===== config.mk =====
export PLATFORM = sky130hd
export DESIGN_NAME = wv_write_ctrl
export DESIGN_NICKNAME = d
export VERILOG_FILES = /design/src/rtl/wv_pkg.sv /design/src/rtl/wv_phase_timer.sv /design/src/rtl/wv_drive_sel.sv /design/src/rtl/wv_write_ctrl.sv
export SDC_FILE = /design/constraint.sdc
export NUM_CORES = 1
export LEC_CHECK = 0
export ABC_CLOCK_PERIOD_IN_PS = 1570
export BUFFER_PORTS_ARGS = -buffer_cell sky130_fd_sc_hd__buf_2
export CORE_MARGIN = 4
export CORE_UTILIZATION = 44
export CTS_CLUSTER_DIAMETER = 30
export CTS_CLUSTER_SIZE = 14
export DETAILED_ROUTE_END_ITERATION = 12
export PLACE_DENSITY_LB_ADDON = 0.3
export SLEW_MARGIN = 10
export SYNTH_ARGS = -nofsm -noshare
export SYNTH_HDL_FRONTEND = slang
export SYNTH_SLANG_ARGS = --single-unit
export TNS_END_PERCENT = 100

===== constraint.sdc =====
create_clock -name clk -period 1.57 [get_ports clk]
set_clock_uncertainty 0.05 [all_clocks]
set_input_delay 0.2355 -clock clk [delete_from_list [all_inputs] [get_ports clk]]
set_output_delay 0.2355 -clock clk [all_outputs]
set_load 0.1 [all_outputs]

===== src/rtl/wv_pkg.sv =====
package wv_pkg;

  localparam int unsigned SEL_W = 3;

  typedef enum logic [1:0] {
    ST_IDLE,
    ST_READ,
    ST_WRITE,
    ST_DONE
  } wv_state_e;

  // Strength mask for a 1-based pulse number: one more line per pulse,
  // saturating once every line is on.
  function automatic logic [SEL_W-1:0] drive_mask(input int unsigned pulse_no);
    logic [SEL_W-1:0] m;
    for (int unsigned i = 0; i < SEL_W; i++) begin
      m[i] = (pulse_no > i);
    end
    return m;
  endfunction

endpackage


===== src/rtl/wv_phase_timer.sv =====
module wv_phase_timer #(
  parameter int unsigned LEN = 4
) (
  input  logic clk,
  input  logic rst_n,
  input  logic run,
  output logic last
);
  localparam int unsigned CW = (LEN > 1) ? $clog2(LEN) : 1;

  logic [CW-1:0] cnt;

  assign last = run && (cnt == CW'(LEN - 1));

  always_ff @(posedge clk) begin
    if (!rst_n) begin
      cnt <= '0;
    end else if (run && !last) begin
      cnt <= cnt + CW'(1);
    end else begin
      cnt <= '0;
    end
  end
endmodule


===== src/rtl/wv_drive_sel.sv =====
module wv_drive_sel #(
  parameter int unsigned TW = 4
) (
  input  logic                     active,
  input  logic [TW-1:0]            pulse_no,
  output logic [wv_pkg::SEL_W-1:0] sel
);
  always_comb begin
    if (active) begin
      sel = wv_pkg::drive_mask(int'(pulse_no));
    end else begin
      sel = '0;
    end
  end
endmodule


===== src/rtl/wv_write_ctrl.sv =====
module wv_write_ctrl #(
  parameter int unsigned AW         = 8,
  parameter int unsigned MAX_TRIALS = 8,
  parameter int unsigned PULSE_CYC  = 4,
  parameter int unsigned READ_WAIT  = 3,
  localparam int unsigned TW        = $clog2(MAX_TRIALS + 1)
) (
  input  logic                     clk,
  input  logic                     rst_n,
  input  logic                     req_valid,
  output logic                     req_ready,
  input  logic [AW-1:0]            req_addr,
  input  logic                     req_data,
  output logic                     done,
  output logic                     fail,
  output logic [TW-1:0]            trials,
  output logic [AW-1:0]            cell_addr,
  output logic                     cell_rd_strobe,
  input  logic                     cell_rd_data,
  output logic                     cell_wr_en,
  output logic                     cell_wr_dir,
  output logic [wv_pkg::SEL_W-1:0] cell_sel
);
  import wv_pkg::*;

  wv_state_e     state_q;
  logic [AW-1:0] addr_q;
  logic          data_q;
  logic [TW-1:0] trials_q;
  logic          fail_q;

  // named internal events
  logic accept;
  logic rd_last;
  logic wr_last;
  logic verify_ok;
  logic limit_hit;
  logic in_read;
  logic in_write;

  assign in_read   = (state_q == ST_READ);
  assign in_write  = (state_q == ST_WRITE);
  assign accept    = req_valid && (state_q == ST_IDLE);
  assign verify_ok = (cell_rd_data == data_q);
  assign limit_hit = (trials_q == TW'(MAX_TRIALS));

  wv_phase_timer #(.LEN(READ_WAIT)) u_rd_timer (
    .clk  (clk),
    .rst_n(rst_n),
    .run  (in_read),
    .last (rd_last)
  );

  wv_phase_timer #(.LEN(PULSE_CYC)) u_wr_timer (
    .clk  (clk),
    .rst_n(rst_n),
    .run  (in_write),
    .last (wr_last)
  );

  wv_drive_sel #(.TW(TW)) u_sel (
    .active  (in_write),
    .pulse_no(trials_q),
    .sel     (cell_sel)
  );

  always_ff @(posedge clk) begin
    if (!rst_n) begin
      state_q  <= ST_IDLE;
      addr_q   <= '0;
      data_q   <= 1'b0;
      trials_q <= '0;
      fail_q   <= 1'b0;
    end else begin
      unique case (state_q)
        ST_IDLE: begin
          if (accept) begin
            addr_q   <= req_addr;
            data_q   <= req_data;
            trials_q <= '0;
            fail_q   <= 1'b0;
            state_q  <= ST_READ;
          end
        end
        ST_READ: begin
          if (rd_last) begin
            if (verify_ok) begin
              state_q <= ST_DONE;
            end else if (limit_hit) begin
              fail_q  <= 1'b1;
              state_q <= ST_DONE;
            end else begin
              trials_q <= trials_q + TW'(1);
              state_q  <= ST_WRITE;
            end
          end
        end
        ST_WRITE: begin
          if (wr_last) begin
            state_q <= ST_READ;
          end
        end
        default: begin
          state_q <= ST_IDLE;
        end
      endcase
    end
  end

  assign req_ready      = (state_q == ST_IDLE);
  assign done           = (state_q == ST_DONE);
  assign fail           = fail_q;
  assign trials         = trials_q;
  assign cell_addr      = addr_q;
  assign cell_rd_strobe = in_read;
  assign cell_wr_en     = in_write;
  assign cell_wr_dir    = in_write && data_q;


  wr_rd_excl_chk: assert property (@(posedge clk) disable iff (!rst_n)
    cell_wr_en |-> !cell_rd_strobe);


  done_one_chk: assert property (@(posedge clk) disable iff (!rst_n)
    done |=> (!done && req_ready));


  fail_count_chk: assert property (@(posedge clk) disable iff (!rst_n)
    (done && fail) |-> (trials == TW'(MAX_TRIALS)));


  pulse_then_read_chk: assert property (@(posedge clk) disable iff (!rst_n)
    $fell(cell_wr_en) |-> cell_rd_strobe);


  sel_hold_chk: assert property (@(posedge clk) disable iff (!rst_n)
    (cell_wr_en && $past(cell_wr_en)) |-> ($stable(cell_sel) && $stable(cell_wr_dir)));


  sel_idle_chk: assert property (@(posedge clk) disable iff (!rst_n)
    !cell_wr_en |-> (cell_sel == '0));


  addr_hold_chk: assert property (@(posedge clk) disable iff (!rst_n)
    (!req_ready && $past(!req_ready)) |-> $stable(cell_addr));

endmodule


# Word-level counts from Yosys, hierarchy flattened
# Cells that the tools add are included.
# classes
eq_ne	13
magnitude_cmp	3
addsub	3
n_reduce_logical	16
muxes	17
# ops
cell	n
two-way mux 4 bit	4
AND reduction 5 bit	2
== test 2 bit, second input constant	4
> comparator 4 x 1 -> 1 bit, second input constant	2
!= test 2 bit, second input constant	4
case mux 4 bit (2 select lines)	1
logical AND 1 bit	6
two-way mux 1 bit	6
two-way mux 2 bit	3
case mux 2 bit (3 select lines)	1
AND reduction 2 bit	3
adder 2 x 1 -> 2 bit, second input constant	2
adder 4 x 1 -> 4 bit, second input constant	1
== test 4 bit, second input constant	1
> comparator 4 x 2 -> 1 bit, second input constant	1
!= test 2 x 1 -> 1 bit, second input constant	2
two-way mux 3 bit	1
AND reduction 3 bit	1
== test 2 x 1 -> 1 bit, second input constant	1
logical NOT 1 bit	2
logical NOT 2 bit	1
case mux 1 bit (2 select lines)	1
nonzero test 2 bit	1
== test 1 bit	1
# word_totals
regBits	20
input_bits	13
output_inout_bits	21
wordCells	59

# Longest topological paths before layout
# Gate-level depths: netlist of the first run.
# depth
word_depth	5
mapped_depth	5
mapped_depth_nobuf	5

# Hierarchy
# A second synthesis of the first run with hierarchy kept.
# unflattened
cells_unflattened	112
hier_area_um2	1023.5
# by_module_without_submodules
module	seq_area_each_um2	area_each_um2	instances	cells_each
wv_write_ctrl	320.3	815.8	1	95
wv_phase_timer (u_rd_timer)	40.0	88.8	1	7
wv_phase_timer (u_wr_timer)	40.0	83.8	1	6
wv_drive_sel	0.0	35.0	1	4

# Least setup slack after synthesis of the first run
# OpenSTA, ideal clock, no wires.
# synth_timing
kind	register to output
start	reg trials_q[0] (netlist: trials[0])
end	out cell_sel[1] (netlist name)
required_ns	1.285
arrival_time_ns	3.189
path_slack_ns	-1.904
path_buffers	0
stages_incl_launch_ff	5
cell_sequence	dfxtp_1 inv_1 ha_1 or2_1 a21oi_1
# synth_between
elab_chain_cells	2
# synth_lines
element	line_no	rtl
start, declared	wv_write_ctrl.sv:29	logic [TW-1:0] trials_q;
start signal, assigned	wv_write_ctrl.sv:93	trials_q <= trials_q + TW'(1);
> comparator 4 x 1 -> 1 bit	wv_pkg.sv:17	m[i] = (pulse_no > i);
two-way mux 3 bit	wv_drive_sel.sv:9	if (active) begin
end, declared	wv_write_ctrl.sv:22	output logic [wv_pkg::SEL_W-1:0] cell_sel
# Every way passes these cells.

# Worst setup path in the final report of the first run
# layout_timing
start	reg trials_q[1] (netlist: trials[1])
end	out cell_sel[1] (netlist name)
# The elaborated chain is that of the path after synthesis.

==> results of run 1 <==
-- power by group --
group          switching (uW)  internal (uW)
Sequential               10.9            518
Combinational             198           93.8
Clock                     170            258
Total                     379            869
-- cell usage after synthesis --
master,number,area [sq um]
a21boi_0,1,7.51
a21oi_1,4,20.0
and2_1,2,12.5
and2_2,1,7.51
and3b_1,1,8.76
and4b_1,2,20.0
buf_2,3,15.0
clkbuf_1,3,11.3
dfxtp_1,20,400
ha_1,7,87.6
inv_1,5,18.8
inv_2,1,3.75
mux2i_1,10,100
nand2_1,3,11.3
nand2b_1,3,18.8
nand3_1,3,15.0
nand3b_1,2,15.0
nand4b_1,2,17.5
nor2_1,4,15.0
nor2b_1,11,68.8
nor3_1,3,15.0
nor3b_1,1,7.51
nor4_1,1,6.26
nor4b_1,1,8.76
o2111ai_1,2,17.5
o211a_1,1,10.0
o211ai_1,5,37.5
o21a_1,1,7.51
o21ai_0,1,5.00
o21ai_1,1,5.00
o311ai_1,2,17.5
or2_1,1,6.26
or4_1,1,7.51
xnor2_1,1,8.76
xor2_1,1,8.76
-- critical path, stage by stage (launching register included) --
cell and delay [ns]:
dfxtp_4 0.39, inv_4 0.05, ha_2 0.16, or2_4 0.23
a21oi_4 0.15, buf_12 0.19
-- sequential cells by signal, summed over array words and instances (netlist names) --
name            flops
data_q              1
u_wr_timer.cnt      2
cell_addr           8
trials              4
fail                1
u_rd_timer.cnt      2
state_q             2
-- cells by family (layout without fill, tap and decap cells) --
| family | Yosys count | after routing | synth area share, % |
|---|---|---|---|
| multiplexers | 10 | 10 | 9.59 |
| XOR/XNOR | 2 | 2 | 1.68 |
| AND/OR/NAND/NOR | 42 | 42 | 25.1 |
| flip-flops | 20 | 20 | 38.4 |
| AO/OA/AOI/OAI | 18 | 18 | 12.2 |
| adder cells (fa/ha/maj) | 7 | 7 | 8.39 |
| buffers and inverters | 12 | 59 | 4.68 |
-- metrics by stage --
stage,cells,power [uW]
6_report,186,1250
4_1_cts,186,1250
3_3_place_gp,177,816
2_1_floorplan,111,740
3_5_place_dp,177,824
5_1_grt,186,1290
-- area by class of cell --
type,instances,area (sq um),area share (%)
flip-flops and latches,20,420,25.1
clock buffers,3,22.5,1.34
clock inverters,1,30.0,1.79
multi-input cells,79,702,41.9
repair buffers,49,429,25.6
well taps,28,35.0,2.09
inverters,6,37.5,2.24
-- final timing paths --
| kind | cells past startpoint | to | slack, ns | startpoint |
|---|---|---|---|---|
| worst max-delay path | 5 | cell_sel[1] | -0.19 | trials[1]$_SDFFE_PN0P_ |
| worst min-delay path | 3 | cell_addr[2]$_SDFFE_PN0P_ | 0.13 | req_addr[2] |
| worst min register to register | 1 | u_wr_timer.cnt[0]$_SDFF_PN0_ | 0.38 | u_wr_timer.cnt[0]$_SDFF_PN0_ |
| worst max register to register | 5 | trials[1]$_SDFFE_PN0P_ | 0.11 | trials[0]$_SDFFE_PN0P_ |
-- routing by layer --
metal	up-vias	share of wire (%)	GRT usage, %
li1	490	-	-
met1	505	40	22.1
met2	28	55	35.8
met3	2	4.5	3.22
met4	0	0.45	4.75
met5	-	0	0
-- timing repair --
action	4_1_cts	5_1_grt
setup endpoints to repair	6	6
pin swaps	2	4
gates resized for setup	18	5
buffers inserted	5	0
gates cloned	0	0
==> metrics.csv, run 1 <==
metric,value,unit
status,"complete, but fails checks",
failed_checks,setup timing,
drc_errors,0,
fillers,167,
ant_nets,0,
crit_arrival,1.48,ns
worst_pin_slew,0.495,ns
final_area,1680,sq um
place_worst_setup_slack,-0.00490,ns
period_minus_slack,1.76,ns
critPathRequiredTime,1.28,ns
postSynthAreaPerCell,9.40,sq um
drtIter0Drc,25,
cp-end-kind,primary output,
vias,1025,
syn2layout_area_growth,60.7,%
yosysSeqAreaShare,38.4,%
vias_per_cell,5.51,
syn_nets,131,
clock_latency,0.30,ns
die_w,56.7,microns
cts.path.max_buffers,2,
numPortBuffers,33,
finalWeightedCongestion,0.844,
cts.sinks,20,
wirelength,2910,microns
setup_viol,3,
drive_gt1_share,49.4,%
synth-seq-cells,20,
critPathMaxFanout,3,
clockRootBuffer,clkbuf_4,
hold_violations,0,
path_clk_slew,0.13,ns
grt_pass1_vias,1038,
die_h,56.7,microns
netlist_instances,111,
start_util,46.7,%
grt_max_degree,15,
synth_warnings,0,
slew_headroom,67.3,%
placed_area,1510,sq um
timing.final.crit_share,112,%
setup_tns,-0.444,ns
hold_slack,0.131,ns
finish.utilization,75.1,%
leakagePower,0.000711,uW
dpl.hpwl,2200,microns
synth_area,1040,sq um
grt_setup_unrepaired,yes,
vdd_ir_drop_max,0.597,mV
cts_tree,done,
pin_count,34,
overflow,0,
start_kind,flop,
antenna_found_initial,0,
p_per_area,745,nW/um^2
numCtsBuffers,3,
avgRoutedWirePerCell,15.7,microns
synth_cell_types,35,
hp-class,in2reg,
postCtsHoldBufs,0,
rows,17,
htree_num_levels,1,
mostFrequentLayoutCells,"23 x buf_2, 14 x dfxtp_1, 13 x buf_4",
gr-usage-all-layers,19.1,%
final_nets,179,
first_pass_iters,4,
mostFrequentLayoutCell,buf_2,
grt_pass1_wl,4930,microns
fp.coreArea,2230,sq um
max_freq,567,MHz
die_area,3210,sq um
finalMaxSlewViolations,0,
drv_cap,0,
antenna_cells,0,
critPathKind,reg2out,
final.setup.worst_slack,-0.194,ns
Note: power is estimated with default switching activity, not from simulation.
==> inputs of run 2 (changes only) <==
--- a/config.mk
+++ b/config.mk
@@ -7,12 +7,14 @@
 export LEC_CHECK = 0
 export ABC_CLOCK_PERIOD_IN_PS = 1570
 export BUFFER_PORTS_ARGS = -buffer_cell sky130_fd_sc_hd__buf_2
+export CORE_ASPECT_RATIO = 0.8
 export CORE_MARGIN = 4
 export CORE_UTILIZATION = 44
 export CTS_CLUSTER_DIAMETER = 30
 export CTS_CLUSTER_SIZE = 14
 export DETAILED_ROUTE_END_ITERATION = 12
 export PLACE_DENSITY_LB_ADDON = 0.3
+export RECOVER_POWER = 50
 export SLEW_MARGIN = 10
 export SYNTH_ARGS = -nofsm -noshare
 export SYNTH_HDL_FRONTEND = slang
==> metrics.csv, run 2 (synthesized netlist as in run 1, its figures left out) <==
metric,value,unit,change
hp-start,req_addr[7],,
drv_cap,0,,unchanged
worst_r2r_endpoint,trials[1]$_SDFFE_PN0P_,,
critPathKind,reg2out,,
clock_latency,0.31,ns,about the same
ant_nets,0,,unchanged
die_w,62.4,microns,+10%
crit_cells,5,,unchanged
vias_per_cell,5.49,,-0.44%
finalWeightedCongestion,0.877,,+3.9%
final_nets,179,,unchanged
finalMaxSlewViolations,0,,unchanged
power,1250,uW,about the same
period_minus_slack,1.77,ns,+0.00706 ns
grt_max_degree,18,,+3
worstPathCellList,inv_4 > ha_4 > or2_4 > a21oi_4 > buf_12,,
cts.path.max_buffers,2,,unchanged
cts_tree,done,,
power_frac_seq,42.3,%,about the same
r2r_cells,5,,unchanged
slowest_delay,0.40,ns,about the same
p_sw,383,uW,+0.98%
fp.coreArea,2210,sq um,-0.84%
final_area,1630,sq um,-2.8%
dp_cells,174,,-1.7%
crit_buf_inv,2,,unchanged
clock_power_share,34.7,%,+0.4 points
drc_errors,0,,unchanged
wirelength,2970,microns,+1.8%
gr-usage-all-layers,18.1,%,-0.98 points
max_freq,565,MHz,-0.40%
final.setup.worst_slack,-0.201,ns,-0.00706 ns
cp-end-kind,primary output,,
multi_input_area,689,sq um,-1.8%
start_util,47.1,%,+0.40 points
vdd_ir_drop_max,0.573,mV,-4.1%
critPathRequiredTime,1.28,ns,about the same
r2r-start,trials[0]$_SDFFE_PN0P_,,
antenna_found_initial,0,,unchanged
setup_viol,4,,+1
setup_tns,-0.567,ns,-0.122 ns
hp-class,in2reg,,
grt_pass1_vias,901,,-13%
grt_pass1_wl,4510,microns,-8.4%
pin_count,34,,unchanged
grt_setup_unrepaired,yes,,
cp_slowest_cell,dfxtp_4,,
switching_share,30.7,%,+0.30 points
avgRoutedWirePerCell,16.2,microns,+3.5%
rows,15,,-2
pwr-share-comb,23.0,%,-0.4 points
start_kind,flop,,
overflow,0,,unchanged
placed_area,1510,sq um,-0.25%
fin_cells,183,,-1.6%
htree_num_levels,1,,unchanged
largest_reg_flops,8,,unchanged
failed_checks,setup timing,,
leakagePower,0.000694,uW,-2.4%
cts.sinks,20,,unchanged
numCtsBuffers,3,,unchanged
status,"complete, but fails checks",,
slew_headroom,63.4,%,-3.9 points
die_h,51.6,microns,-9.1%
timing.final.crit_share,113,%,+0.45 points
numPortBuffers,33,,unchanged
vias,1004,,-2.0%
crit_arrival,1.49,ns,about the same
critPathCapture,cell_sel[1],,
worst_pin_slew,0.552,ns,+0.0572 ns
drive_gt1_share,47.5,%,-1.9 points
hold_violations,0,,unchanged
p_per_area,767,nW/um^2,+2.9%
p_int,866,uW,-0.44%
critPathMaxFanout,4,,+1
reg2reg_slack,-0.05,ns,-0.16 ns
syn2layout_area_growth,56.1,%,
antenna_cells,0,,unchanged
drtIter0Drc,43,,+72%
mostFrequentLayoutCell,buf_2,,
dpl.hpwl,1970,microns,-10%
clockRootBuffer,clkbuf_4,,
die_area,3220,sq um,+0.15%
seq_area,419,sq um,-0.30%
first_pass_iters,4,,unchanged
fillers,144,,-14%
startpoint,trials[0]$_SDFFE_PN0P_,,
path_clk_slew,0.13,ns,about the same
postCtsHoldBufs,0,,unchanged
cpLargestDelayFamily,flip-flops,,
mostFrequentLayoutCells,"16 x buf_2, 15 x dfxtp_1, 11 x buf_4",,
## run 2: tightest hold or removal path: stages
cell and delay, ns:
buf_2 0.07, mux2i_1 0.05, nor2b_1 0.09
## run 2: worst min path at each step
stage / end / slack (ns) / depth (start not counted)
6_report: cell_addr[7]$_SDFFE_PN0P_ / 0.12 / 3
5_1_grt: cell_addr[1]$_SDFFE_PN0P_ / 0.12 / 3
4_1_cts: cell_addr[7]$_SDFFE_PN0P_ / 0.13 / 3
3_5_place_dp: u_rd_timer.cnt[0]$_SDFF_PN0_ / 0.38 / 1
3_3_place_gp: u_rd_timer.cnt[0]$_SDFF_PN0_ / 0.36 / 1
2_1_floorplan: u_rd_timer.cnt[0]$_SDFF_PN0_ / 0.35 / 1
## run 2: power groups by stage
stage                     clock, uW  combinational, uW  sequential [uW]
after CTS                       435                284              528
final                           433                288              528
after global routing            464                301              531
after detailed placement          0                279              541
after global placement            0                275              540
after floorplan                   0                109              631
## run 2: cell type report
type | instances | share of cell area, %
multi-input cells | 79 | 42.3
flip-flops and latches | 20 | 25.7
repair buffers | 49 | 24.7
inverters | 6 | 2.15
well taps | 25 | 1.92
clock inverters | 1 | 1.84
clock buffers | 3 | 1.38
## run 2: per-layer routing
| metal | share of wire [%] | track usage [%] | up-vias |
|---|---|---|---|
| li1 | - | - | 492 |
| met1 | 42 | 23.5 | 452 |
| met2 | 48 | 29.0 | 54 |
| met3 | 8.3 | 6.48 | 6 |
| met4 | 1.4 | 4.40 | 0 |
| met5 | 0 | 0 | - |
## run 2: timing repair
action	CTS	global route
buffers inserted	4	1
endpoints found under the hold margin	0	0
gates resized for setup	15	4
pin swaps	5	2
endpoints found under the setup margin	6	7
## run 2: stage by stage
stage / setup WS, ns / util, % / hold WS [ns]
4_1_cts: -0.216 / 73.7 / 0.127
6_report: -0.201 / 73.6 / 0.121
3_5_place_dp: 0.0234 / 68.1 / 0.375
5_1_grt: -0.232 / 73.6 / 0.119
2_1_floorplan: -0.329 / - / 0.351
3_3_place_gp: 0.0713 / 68.1 / 0.355
